### config.mk
export PLATFORM = sky130hd
export DESIGN_NAME = strm_cfg_cache
export DESIGN_NICKNAME = d
export VERILOG_FILES = /design/src/rtl/cfgc_pkg.sv /design/src/rtl/cfgc_store.sv /design/src/rtl/cfgc_ctrl.sv /design/src/rtl/strm_cfg_cache.sv
export SDC_FILE = /design/constraint.sdc
export NUM_CORES = 1
export LEC_CHECK = 0
export BUFFER_PORTS_ARGS = -buffer_cell sky130_fd_sc_hd__buf_2
export CAP_MARGIN = 20
export CORE_MARGIN = 2
export CORE_UTILIZATION = 56
export DETAILED_ROUTE_END_ITERATION = 6
export PLACE_DENSITY = 0.76
export SLEW_MARGIN = 20
export SYNTH_ARGS = -nofsm -noshare
export SYNTH_HDL_FRONTEND = slang
export SYNTH_SLANG_ARGS = --single-unit
### constraint.sdc
create_clock -name clk -period 11.5 [get_ports clk]
set_input_delay 1.725 -clock clk [delete_from_list [all_inputs] [get_ports clk]]
set_output_delay 1.725 -clock clk [all_outputs]
set_load 0.1 [all_outputs]
### src/rtl/cfgc_pkg.sv
package cfgc_pkg;
    localparam int SID_W   = 16;
    localparam int RANGE_W = 5;
    localparam int SHIFT_W = 6;
    localparam int OP_W    = 3;
    localparam int STAT_W  = 2;

    typedef enum logic [OP_W-1:0] {
        OP_PREFETCH     = 3'd0,
        OP_INV_STREAM   = 3'd1,
        OP_INV_RANGE    = 3'd2,
        OP_INV_DESC     = 3'd3,
        OP_INV_DESC_ALL = 3'd4
    } cmd_op_e;

    localparam logic [STAT_W-1:0] ST_OK      = 2'd0;
    localparam logic [STAT_W-1:0] ST_ILLEGAL = 2'd1;

    typedef enum logic {S_IDLE, S_FILL} ctrl_state_e;

    typedef struct packed {
        logic hit;
        logic err;
        logic abort;
        logic perm;
    } resp_flags_t;

    function automatic logic is_inval(input logic [OP_W-1:0] op);
        return (op == OP_INV_STREAM) || (op == OP_INV_RANGE) ||
               (op == OP_INV_DESC)   || (op == OP_INV_DESC_ALL);
    endfunction

    // true when s is in [lo, lo + 2^sh - 1]; sh = 0 gives an exact match
    function automatic logic in_window(input logic [SID_W-1:0] s,
                                       input logic [SID_W-1:0] lo,
                                       input logic [SHIFT_W-1:0] sh);
        logic [SID_W:0] d;
        d = {1'b0, s} - {1'b0, lo};
        return !d[SID_W] && ((d[SID_W-1:0] >> sh) == '0);
    endfunction
endpackage

### src/rtl/cfgc_store.sv
module cfgc_store
    import cfgc_pkg::*;
#(
    parameter int N_ENT = 8,
    parameter int CFG_W = 32
) (
    input  logic                 clk,
    input  logic                 rst,
    input  logic [SID_W-1:0]     look_sid,
    output logic                 hit,
    output logic                 hit_abort,
    output logic [CFG_W-1:0]     hit_cfg,
    input  logic                 fill_en,
    input  logic [SID_W-1:0]     fill_sid,
    input  logic                 fill_abort,
    input  logic [CFG_W-1:0]     fill_cfg,
    input  logic                 inv_en,
    input  logic [SID_W-1:0]     inv_lo,
    input  logic [SHIFT_W-1:0]   inv_shift
);
    localparam int IDX_W = (N_ENT > 1) ? $clog2(N_ENT) : 1;
    localparam logic [IDX_W-1:0] LAST = IDX_W'(N_ENT - 1);

    logic [N_ENT-1:0]  vld;
    logic [SID_W-1:0]  tag   [N_ENT];
    logic              abt   [N_ENT];
    logic [CFG_W-1:0]  data  [N_ENT];
    logic [N_ENT-1:0]  match;
    logic [N_ENT-1:0]  kill;
    logic [IDX_W-1:0]  rr_ptr;
    logic [IDX_W-1:0]  free_idx;
    logic              any_free;
    logic [IDX_W-1:0]  victim;

    for (genvar i = 0; i < N_ENT; i++) begin : g_ent
        assign match[i] = vld[i] && (tag[i] == look_sid);
        assign kill[i]  = vld[i] && in_window(tag[i], inv_lo, inv_shift);

        always_ff @(posedge clk) begin
            if (rst) begin
                vld[i] <= 1'b0;
            end else if (inv_en && kill[i]) begin
                vld[i] <= 1'b0;
            end else if (fill_en && victim == IDX_W'(i)) begin
                vld[i]  <= 1'b1;
                tag[i]  <= fill_sid;
                abt[i]  <= fill_abort;
                data[i] <= fill_cfg;
            end
        end
    end

    always_comb begin
        hit       = 1'b0;
        hit_abort = 1'b0;
        hit_cfg   = '0;
        for (int i = 0; i < N_ENT; i++) begin
            if (match[i]) begin
                hit       = 1'b1;
                hit_abort = abt[i];
                hit_cfg   = data[i];
            end
        end
    end

    always_comb begin
        any_free = 1'b0;
        free_idx = '0;
        for (int i = N_ENT - 1; i >= 0; i--) begin
            if (!vld[i]) begin
                any_free = 1'b1;
                free_idx = IDX_W'(i);
            end
        end
    end

    assign victim = any_free ? free_idx : rr_ptr;

    always_ff @(posedge clk) begin
        if (rst) begin
            rr_ptr <= '0;
        end else if (fill_en && !any_free) begin
            rr_ptr <= (rr_ptr == LAST) ? '0 : rr_ptr + 1'b1;
        end
    end

    p_match_onehot_r1: assert property (@(posedge clk) disable iff (rst)
        $onehot0(match));
    p_reset_empty_r12: assert property (@(posedge clk) disable iff (rst)
        $past(rst) |-> (vld == '0));
    p_inval_clears_r6: assert property (@(posedge clk) disable iff (rst)
        inv_en |=> ((vld & $past(kill)) == '0));
    p_fill_lands_r2: assert property (@(posedge clk) disable iff (rst)
        fill_en |=> (vld != '0));
endmodule

### src/rtl/cfgc_ctrl.sv
module cfgc_ctrl
    import cfgc_pkg::*;
#(
    parameter int CFG_W = 32
) (
    input  logic                 clk,
    input  logic                 rst,
    input  logic                 lk_valid,
    output logic                 lk_ready,
    output logic                 lk_resp_valid,
    output resp_flags_t          lk_flags,
    output logic [CFG_W-1:0]     lk_cfg,
    input  logic                 cmd_valid,
    output logic                 cmd_ready,
    input  logic [OP_W-1:0]      cmd_op,
    input  logic [RANGE_W-1:0]   cmd_range,
    input  logic                 cmd_secure,
    output logic                 cmd_done,
    output logic [STAT_W-1:0]    cmd_status,
    input  logic [SID_W-1:0]     lk_sid,
    output logic                 fill_req_valid,
    output logic [SID_W-1:0]     fill_req_sid,
    input  logic                 fill_rsp_valid,
    input  logic                 fill_rsp_err,
    input  logic                 fill_rsp_abort,
    input  logic [CFG_W-1:0]     fill_rsp_cfg,
    input  logic                 hit,
    input  logic                 hit_abort,
    input  logic [CFG_W-1:0]     hit_cfg,
    output logic                 fill_en,
    output logic                 inv_en,
    output logic [SHIFT_W-1:0]   inv_shift
);
    ctrl_state_e st;
    logic lk_acc, cmd_acc, inval_op;

    assign cmd_ready = (st == S_IDLE);
    assign lk_ready  = (st == S_IDLE) && !cmd_valid;
    assign lk_acc    = lk_valid && lk_ready;
    assign cmd_acc   = cmd_valid && cmd_ready;
    assign inval_op  = is_inval(cmd_op);
    assign inv_en    = cmd_acc && inval_op && !cmd_secure;
    assign inv_shift = (cmd_op == OP_INV_RANGE)
                     ? SHIFT_W'({1'b0, cmd_range}) + SHIFT_W'(1) : '0;
    assign fill_en   = (st == S_FILL) && fill_rsp_valid && !fill_rsp_err;

    always_ff @(posedge clk) begin
        if (rst) begin
            st             <= S_IDLE;
            lk_resp_valid  <= 1'b0;
            lk_flags       <= '0;
            lk_cfg         <= '0;
            cmd_done       <= 1'b0;
            cmd_status     <= ST_OK;
            fill_req_valid <= 1'b0;
            fill_req_sid   <= '0;
        end else begin
            lk_resp_valid <= 1'b0;
            cmd_done      <= 1'b0;
            case (st)
                S_IDLE: begin
                    if (cmd_acc) begin
                        cmd_done   <= 1'b1;
                        cmd_status <= (inval_op && cmd_secure) ? ST_ILLEGAL : ST_OK;
                    end else if (lk_acc) begin
                        if (hit) begin
                            lk_resp_valid <= 1'b1;
                            lk_flags      <= '{hit: 1'b1, err: 1'b0,
                                               abort: hit_abort, perm: !hit_abort};
                            lk_cfg        <= hit_cfg;
                        end else begin
                            st             <= S_FILL;
                            fill_req_valid <= 1'b1;
                            fill_req_sid   <= lk_sid;
                        end
                    end
                end
                S_FILL: begin
                    if (fill_rsp_valid) begin
                        st             <= S_IDLE;
                        fill_req_valid <= 1'b0;
                        lk_resp_valid  <= 1'b1;
                        lk_flags       <= '{hit: 1'b0, err: fill_rsp_err,
                                            abort: !fill_rsp_err && fill_rsp_abort,
                                            perm: !fill_rsp_err && !fill_rsp_abort};
                        lk_cfg         <= fill_rsp_err ? '0 : fill_rsp_cfg;
                    end
                end
                default: st <= S_IDLE;
            endcase
        end
    end

    p_serial_r10: assert property (@(posedge clk) disable iff (rst)
        !(lk_valid && lk_ready && cmd_valid && cmd_ready));
    p_done_pulse_r10: assert property (@(posedge clk) disable iff (rst)
        (cmd_valid && cmd_ready) |=> cmd_done);
    p_secure_illegal_r8: assert property (@(posedge clk) disable iff (rst)
        (cmd_valid && cmd_ready && cmd_secure && cmd_op >= 3'd1 && cmd_op <= 3'd4)
        |=> (cmd_status == ST_ILLEGAL));
    p_err_noperm_r3: assert property (@(posedge clk) disable iff (rst)
        (lk_resp_valid && lk_flags.err) |-> !lk_flags.perm);
    p_abort_noperm_r4: assert property (@(posedge clk) disable iff (rst)
        (lk_resp_valid && lk_flags.abort) |-> !lk_flags.perm);
    p_fill_hold_r2: assert property (@(posedge clk) disable iff (rst)
        (fill_req_valid && !fill_rsp_valid) |=> fill_req_valid);
    p_fill_blocks_r10: assert property (@(posedge clk) disable iff (rst)
        fill_req_valid |-> (!cmd_ready && !lk_ready));
endmodule

### src/rtl/strm_cfg_cache.sv
module strm_cfg_cache
    import cfgc_pkg::*;
#(
    parameter int N_ENT = 8,
    parameter int CFG_W = 32
) (
    input  logic              clk,
    input  logic              rst,
    input  logic              lk_valid,
    output logic              lk_ready,
    input  logic [15:0]       lk_sid,
    output logic              lk_resp_valid,
    output logic              lk_hit,
    output logic              lk_err,
    output logic              lk_abort,
    output logic              lk_perm,
    output logic [CFG_W-1:0]  lk_cfg,
    output logic              fill_req_valid,
    output logic [15:0]       fill_req_sid,
    input  logic              fill_rsp_valid,
    input  logic              fill_rsp_err,
    input  logic              fill_rsp_abort,
    input  logic [CFG_W-1:0]  fill_rsp_cfg,
    input  logic              cmd_valid,
    output logic              cmd_ready,
    input  logic [2:0]        cmd_op,
    input  logic [15:0]       cmd_sid,
    input  logic [4:0]        cmd_range,
    input  logic              cmd_secure,
    output logic              cmd_done,
    output logic [1:0]        cmd_status
);
    resp_flags_t        flags;
    logic               hit, hit_abort, fill_en, inv_en;
    logic [CFG_W-1:0]   hit_cfg;
    logic [SHIFT_W-1:0] inv_shift;

    assign lk_hit   = flags.hit;
    assign lk_err   = flags.err;
    assign lk_abort = flags.abort;
    assign lk_perm  = flags.perm;

    cfgc_store #(.N_ENT(N_ENT), .CFG_W(CFG_W)) u_store (
        .clk(clk), .rst(rst),
        .look_sid(lk_sid), .hit(hit), .hit_abort(hit_abort), .hit_cfg(hit_cfg),
        .fill_en(fill_en), .fill_sid(fill_req_sid), .fill_abort(fill_rsp_abort),
        .fill_cfg(fill_rsp_cfg),
        .inv_en(inv_en), .inv_lo(cmd_sid), .inv_shift(inv_shift)
    );

    cfgc_ctrl #(.CFG_W(CFG_W)) u_ctrl (
        .clk(clk), .rst(rst),
        .lk_valid(lk_valid), .lk_ready(lk_ready), .lk_resp_valid(lk_resp_valid),
        .lk_flags(flags), .lk_cfg(lk_cfg),
        .cmd_valid(cmd_valid), .cmd_ready(cmd_ready), .cmd_op(cmd_op),
        .cmd_range(cmd_range), .cmd_secure(cmd_secure),
        .cmd_done(cmd_done), .cmd_status(cmd_status),
        .lk_sid(lk_sid),
        .fill_req_valid(fill_req_valid), .fill_req_sid(fill_req_sid),
        .fill_rsp_valid(fill_rsp_valid), .fill_rsp_err(fill_rsp_err),
        .fill_rsp_abort(fill_rsp_abort), .fill_rsp_cfg(fill_rsp_cfg),
        .hit(hit), .hit_abort(hit_abort), .hit_cfg(hit_cfg),
        .fill_en(fill_en), .inv_en(inv_en), .inv_shift(inv_shift)
    );
endmodule

# Word level (Yosys, flattened, before mapping)
# Memories as Yosys holds them, arrays and structs flattened.
# Index checks and enable logic that the tools add are counted.
# W data, S select, Z words.
# word_totals
regBits	69
mem_bits_rw	392
inputBits	80
output_inout_bits	59
memories	3
# mem_list
name	depth	width	rd	rd_clocked_by_memory_dff	wr	line_no	source
u_store.data	8	32	8	0	1	cfgc_store.sv:27	logic [CFG_W-1:0] data [N_ENT];
u_store.tag	8	16	8	0	1	cfgc_store.sv:25	logic [SID_W-1:0] tag [N_ENT];
u_store.abt	8	1	8	0	1	cfgc_store.sv:26	logic abt [N_ENT];
# classes
addsub	10
n_eq_ne	25
n_shift	8
n_mux	166
bitwise_logic	3
n_reduce_logical	111
# op_table
operator	count
$mux W32	20
$reduce_or A32 Y1	7
$sub A16 B16 Y17	8
$eq A16 B16 Y1	8
$logic_not A16 Y1	8
$shr A16 B6 Y16	8
$mux W16	7
$reduce_or A16 Y1	7
$mux W1	98
$mux W3	31
$pmux W32 S2	1
$logic_and A1 B1 Y1	51
$eq A3 B3 Y1 const B	6
$reduce_or A2 Y1	9
$mux W4	4
$logic_not A1 Y1	14
$eq A3 B2 Y1 const B	4
$reduce_and A4 Y1	3
$ne A2 B2 Y1 const B	5
$pmux W4 S2	1
$reduce_or A1 Y1	7
$add A5 B1 Y6 const B	1
$eq A3 B1 Y1 const B	2
$mux W6	1
other kinds (6)	12

# Logic depth before layout (Yosys ltp)
# logic_depth
word_depth	23
mapped_depth	12
mapped_depth_nobuf	12

# Cells and area by module
# A second synthesis with hierarchy kept.
# unflattened
hier_cells	2435
hier_area_um2	25902.3
# modules_own_cells
module	n_inst	cells_per_inst	area_per_inst_um2
cfgc_store	1	2145	23351.1
cfgc_ctrl	1	290	2551.2

# Worst setup path before layout
# No wires, ideal clock.
# synth_timing
path_kind	input -> register
startpoint	input port cmd_sid[2]
endpoint	memory u_store.abt[0][0], enable pin
arrival_time_ns	11.020
required_time_ns	10.781
slack_ns	-0.238
stages	11
path_buffers	0
path_cell_list	inv_1 > ha_1 > nor2b_1 > o31ai_1 > a21oi_1 > o211ai_1 > a21oi_1 > o21ai_0 > a21o_1 > nand2_1 > a2111oi_0
# synth_via
elab_chain_len	17
word_cells_on_any_way	101
# synth_lines
element	line_no	source
start, declared	strm_cfg_cache.sv:27	input logic [15:0] cmd_sid,
$sub A16 B16 Y17	cfgc_pkg.sv:38	d = {1'b0, s} - {1'b0, lo};
$shr A16 B6 Y16	cfgc_pkg.sv:39	return !d[SID_W] && ((d[SID_W-1:0] >> sh) == '0);
$logic_not A16 Y1	cfgc_pkg.sv:39	
$logic_and A1 B1 Y1	cfgc_pkg.sv:39	
$logic_and A1 B1 Y1	cfgc_store.sv:37	assign kill[i] = vld[i] && in_window(tag[i], inv_lo, inv_shift);
$logic_and A1 B1 Y1	cfgc_store.sv:42	end else if (inv_en && kill[i]) begin
$mux W1	cfgc_store.sv:42	
$mux W1	cfgc_store.sv:40	if (rst) begin
$mux W1 (not written as such)	cfgc_store.sv:47	abt[i] <= fill_abort;
$reduce_or A1 Y1 (no line)	n/a	
$mux W3 (no line) / $mux W1 (equally long branches) (7 in series)	n/a	
end, declared	cfgc_store.sv:26	
# Parallel ways exist; a longest one is shown, timed or not.

# Worst setup path after layout
# layout_timing
startpoint	input port cmd_sid[1]
endpoint	memory u_store.tag[7][1], in the netlist u_store.tag[1][49], enable pin
# layout_via
elab_chain_len	17
word_cells_on_any_way	101
# layout_lines
element	line_no	source
$sub A16 B16 Y17	cfgc_pkg.sv:38	
$shr A16 B6 Y16	cfgc_pkg.sv:39	
$logic_not A16 Y1	cfgc_pkg.sv:39	
$logic_and A1 B1 Y1	cfgc_pkg.sv:39	
$logic_and A1 B1 Y1	cfgc_store.sv:37	
$logic_and A1 B1 Y1	cfgc_store.sv:42	
$mux W1	cfgc_store.sv:42	
$mux W1	cfgc_store.sv:40	
$mux W1 (not written as such)	cfgc_store.sv:46	tag[i] <= fill_sid;
$reduce_or A16 Y1 (no line)	n/a	
$mux W3 (no line) / $mux W1 (equally long branches) (7 in series)	n/a	
end, declared	cfgc_store.sv:25	
# Parallel ways exist; a longest one is shown, timed or not.

==> results.sh <==
export IMPL_status="finished clean"
export IMPL_wl_per_cell_um=28.0
export IMPL_track_usage_pct=36.3
export IMPL_vdd_drop_max_v=0.000162
export IMPL_clk_pin_slew_ns=0.06
export IMPL_die_area_um2=48600
export IMPL_ys_top_cells_by_area="edfxtp_1 (45%), ha_1 (6.6%), dfxtp_1 (5.2%), xor2_1 (3.8%), xnor2_1 (3.1%)"
export IMPL_max_clock_freq_mhz=185
export IMPL_power_density_nw_per_um2=128
export IMPL_numCtsBuffers=44
export IMPL_start_util_pct=56.5
export IMPL_pin_count=139
export IMPL_drv_cap=0
export IMPL_cp_start_kind="input port"
export IMPL_die_width_um=221
export IMPL_hp_start="u_ctrl.lk_flags[3]"
export IMPL_htreeDepth=2
export IMPL_post_route_period_util_pct=47.1
export IMPL_path_max_fanout=49
export IMPL_dp_slack_ns=5.56
export IMPL_holdPathStages=2
export IMPL_num_vias=21400
export IMPL_regToRegEndpoint="u_store.data[0][69]"
export IMPL_clock_sinks=460
export IMPL_worst_slack_ns=6.08
export IMPL_tns_ns=0
export IMPL_synth_edff_count=392
export IMPL_cts_tree="built"
export IMPL_synth_nets=2635
export IMPL_synth_top_cell_by_area="edfxtp_1"
export IMPL_arrival_ns=5.61
export IMPL_gp_congestion=1.02
export IMPL_maxSlewHeadroom_pct=24.4
export IMPL_viasPerCell=6.75
export IMPL_grt_max_degree=69
export IMPL_worstMarginPinSlew_ns=1.12
export IMPL_drc=0
export IMPL_grt_setup_unrepaired="no"
export IMPL_wirelength_mm=88.6
export IMPL_cp_required_ns=11.69
export IMPL_portBuffers=137
export IMPL_dp_cells=3083
export IMPL_synth_top_cell_area_share_pct=44.8
export IMPL_async_flop_share_pct=0
export IMPL_skew_ns=0.0320
export IMPL_r2r_start="u_store.tag[0][32]"
export IMPL_syn2layout_area_growth_pct=10.5
export IMPL_synth_distinct_cells=96
export IMPL_grt_pass1_wl_mm=129
export IMPL_clock_latency_ns=0.59
export IMPL_hold_path_end="u_ctrl.lk_flags[3]"
export IMPL_postPlaceCellArea_um2=27600
export IMPL_syn_inst=2408
export IMPL_dr_pass1_iters=6
export IMPL_rr_worst_depth=13
export IMPL_yosysSeqAreaShare_pct=50.0
export IMPL_slew_violations=0
export IMPL_fp_dieH_um=221
export IMPL_place_detailed_hpwl_mm=63.7
export IMPL_yosysWarningCount=0
export IMPL_drt_initial_drc_count=2457
export IMPL_core_area_um2=46500
export IMPL_root_buffer="clkbuf_16"
export IMPL_critPathKind="in -> reg"
export IMPL_setup_viol=0
export IMPL_cts_resized_gates=0
export IMPL_clk_path_buf_depth=3
export IMPL_post_cts_buffers=0
export IMPL_endpoint_kind="register"
export IMPL_hold_path_class="reg -> reg"
export IMPL_grt_pass1_vias=20300
export IMPL_antenna_left=0
export IMPL_hold_buffers=0
export IMPL_reg2reg_slack_ns=7.19
export IMPL_p_leak_nw=10.9
export IMPL_syn_area_um2=26300
export IMPL_ys_flop_type="edfxtp_1"
export IMPL_postLayoutCellArea_um2=29000
export IMPL_fin_nets=2749
export IMPL_grt_antenna_before_repair=6
export IMPL_yosys_register_bits=460
export IMPL_rows=79
export IMPL_instances_no_fill=3164
export IMPL_syn_area_per_cell_um2=10.9
export IMPL_diodes=0
export IMPL_grt_overflow_total=0
export IMPL_drive_gt1_share_pct=11.9
export IMPL_hold_violations=0
export IMPL_period_needed_ns=5.42
==> report_power, final <==
| part | internal, mW | total [mW] | switching (mW) | leakage, nW |
|---|---|---|---|---|
| clock network | 0.787 | 1.41 | 0.625 | 0.689 |
| registers | 1.82 | 1.83 | 0.0163 | 4.10 |
| logic | 0.143 | 0.455 | 0.312 | 6.10 |
| total | 2.75 | 3.70 | 0.953 | 10.9 |
==> through the flow <==
step                      power [mW]  hold slack (ns)  util (%)
after global routing            3.80            0.472      62.4
after detailed placement        2.31            0.444      59.4
after CTS                       3.70            0.453      62.4
after global placement          2.30            0.442      59.4
final                           3.70            0.454      62.4
after floorplan                 2.17            0.444         -
==> cell type report <==
type | instances | area (µm²)
Fill cell | 3705 | 17400
Clock buffer | 61 | 1240
Sequential cell | 460 | 13100
Timing Repair Buffer | 171 | 941
Multi-Input combinational cell | 1727 | 12300
Tap cell | 607 | 759
Inverter | 118 | 443
Clock inverter | 20 | 163
==> cells by family after synthesis <==
family                   after synthesis  share of synthesized area, %
AO/OA/AOI/OAI                        691                          18.8
AND/OR/NAND/NOR                      655                          12.5
flip-flops                           460                          50.0
buffers and inverters                221                          3.56
XOR/XNOR                             208                          6.94
adder cells (fa/ha/maj)              147                          7.23
multiplexers                          25                         0.972
other                                  1                        0.0143
==> cell usage in the layout, fill, tap and decap left out, types with 93 or more instances in the layout <==
cell / count
o21ai_0: 102
buf_2: 137
xnor2_1: 93
nand2_1: 143
a21oi_1: 138
edfxtp_1: 392
ha_1: 139
xor2_1: 115
inv_1: 117
nor2_1: 195
==> worst max-delay path by stage <==
stage / from / endpoint / slack (ns) / depth (start not counted)
floorplan: cmd_sid[2] / u_store.abt[0][0] / 2.15 / 11
detailed placement: cmd_sid[1] / u_store.tag[1][49] / 5.56 / 13
finish: cmd_sid[1] / u_store.tag[1][49] / 6.08 / 13
global placement: cmd_sid[1] / u_store.tag[1][49] / 5.64 / 13
global route: cmd_sid[1] / u_store.tag[1][48] / 5.80 / 13
CTS: cmd_sid[1] / u_store.data[1][100] / 6.15 / 13
==> routing by layer <==
layer  part of all wire (%)  GRT usage (%)  vias to the layer above  wire length, µm
met5                  0.090              0                        -               80
met4                    4.8           16.6                       12             4280
met3                    9.5           6.24                      213             8460
met2                     46           57.8                     1201            40900
met1                     39           48.8                    10500            34900
li1                       -              -                     9451                -
==> registers in the layout, summed over array words and instances (netlist names), 3 cells and up <==
signal and flops:
u_ctrl.fill_req_sid 16, u_ctrl.lk_cfg 32, u_ctrl.lk_flags 4, u_store.abt 8, u_store.data 256, u_store.rr_ptr 3, u_store.tag 128, u_store.vld 8
==> critical path: stages <==
cell and delay [ns]:
buf_2 0.31, inv_1 0.31, ha_1 0.36, nor2b_1 0.14, o31a_1 0.30, o31ai_1 0.43, o21ai_0 0.29, o31a_1 0.31
xnor2_1 0.13, a21oi_1 0.27, nor4b_4 0.10, nor3_2 0.19, buf_4 0.61
==> synth_stat cells, types with 36 or more instances <==
library cell	n
nor3_1	57
inv_1	117
ha_1	139
edfxtp_1	392
nor2_1	198
nand3_1	46
nand2_1	143
o21ai_0	102
a21oi_1	139
xnor2_1	93
dfxtp_1	68
clkbuf_1	64
a221oi_1	36
xor2_1	115
o211ai_1	44
Power figures use the tool's default switching activity.
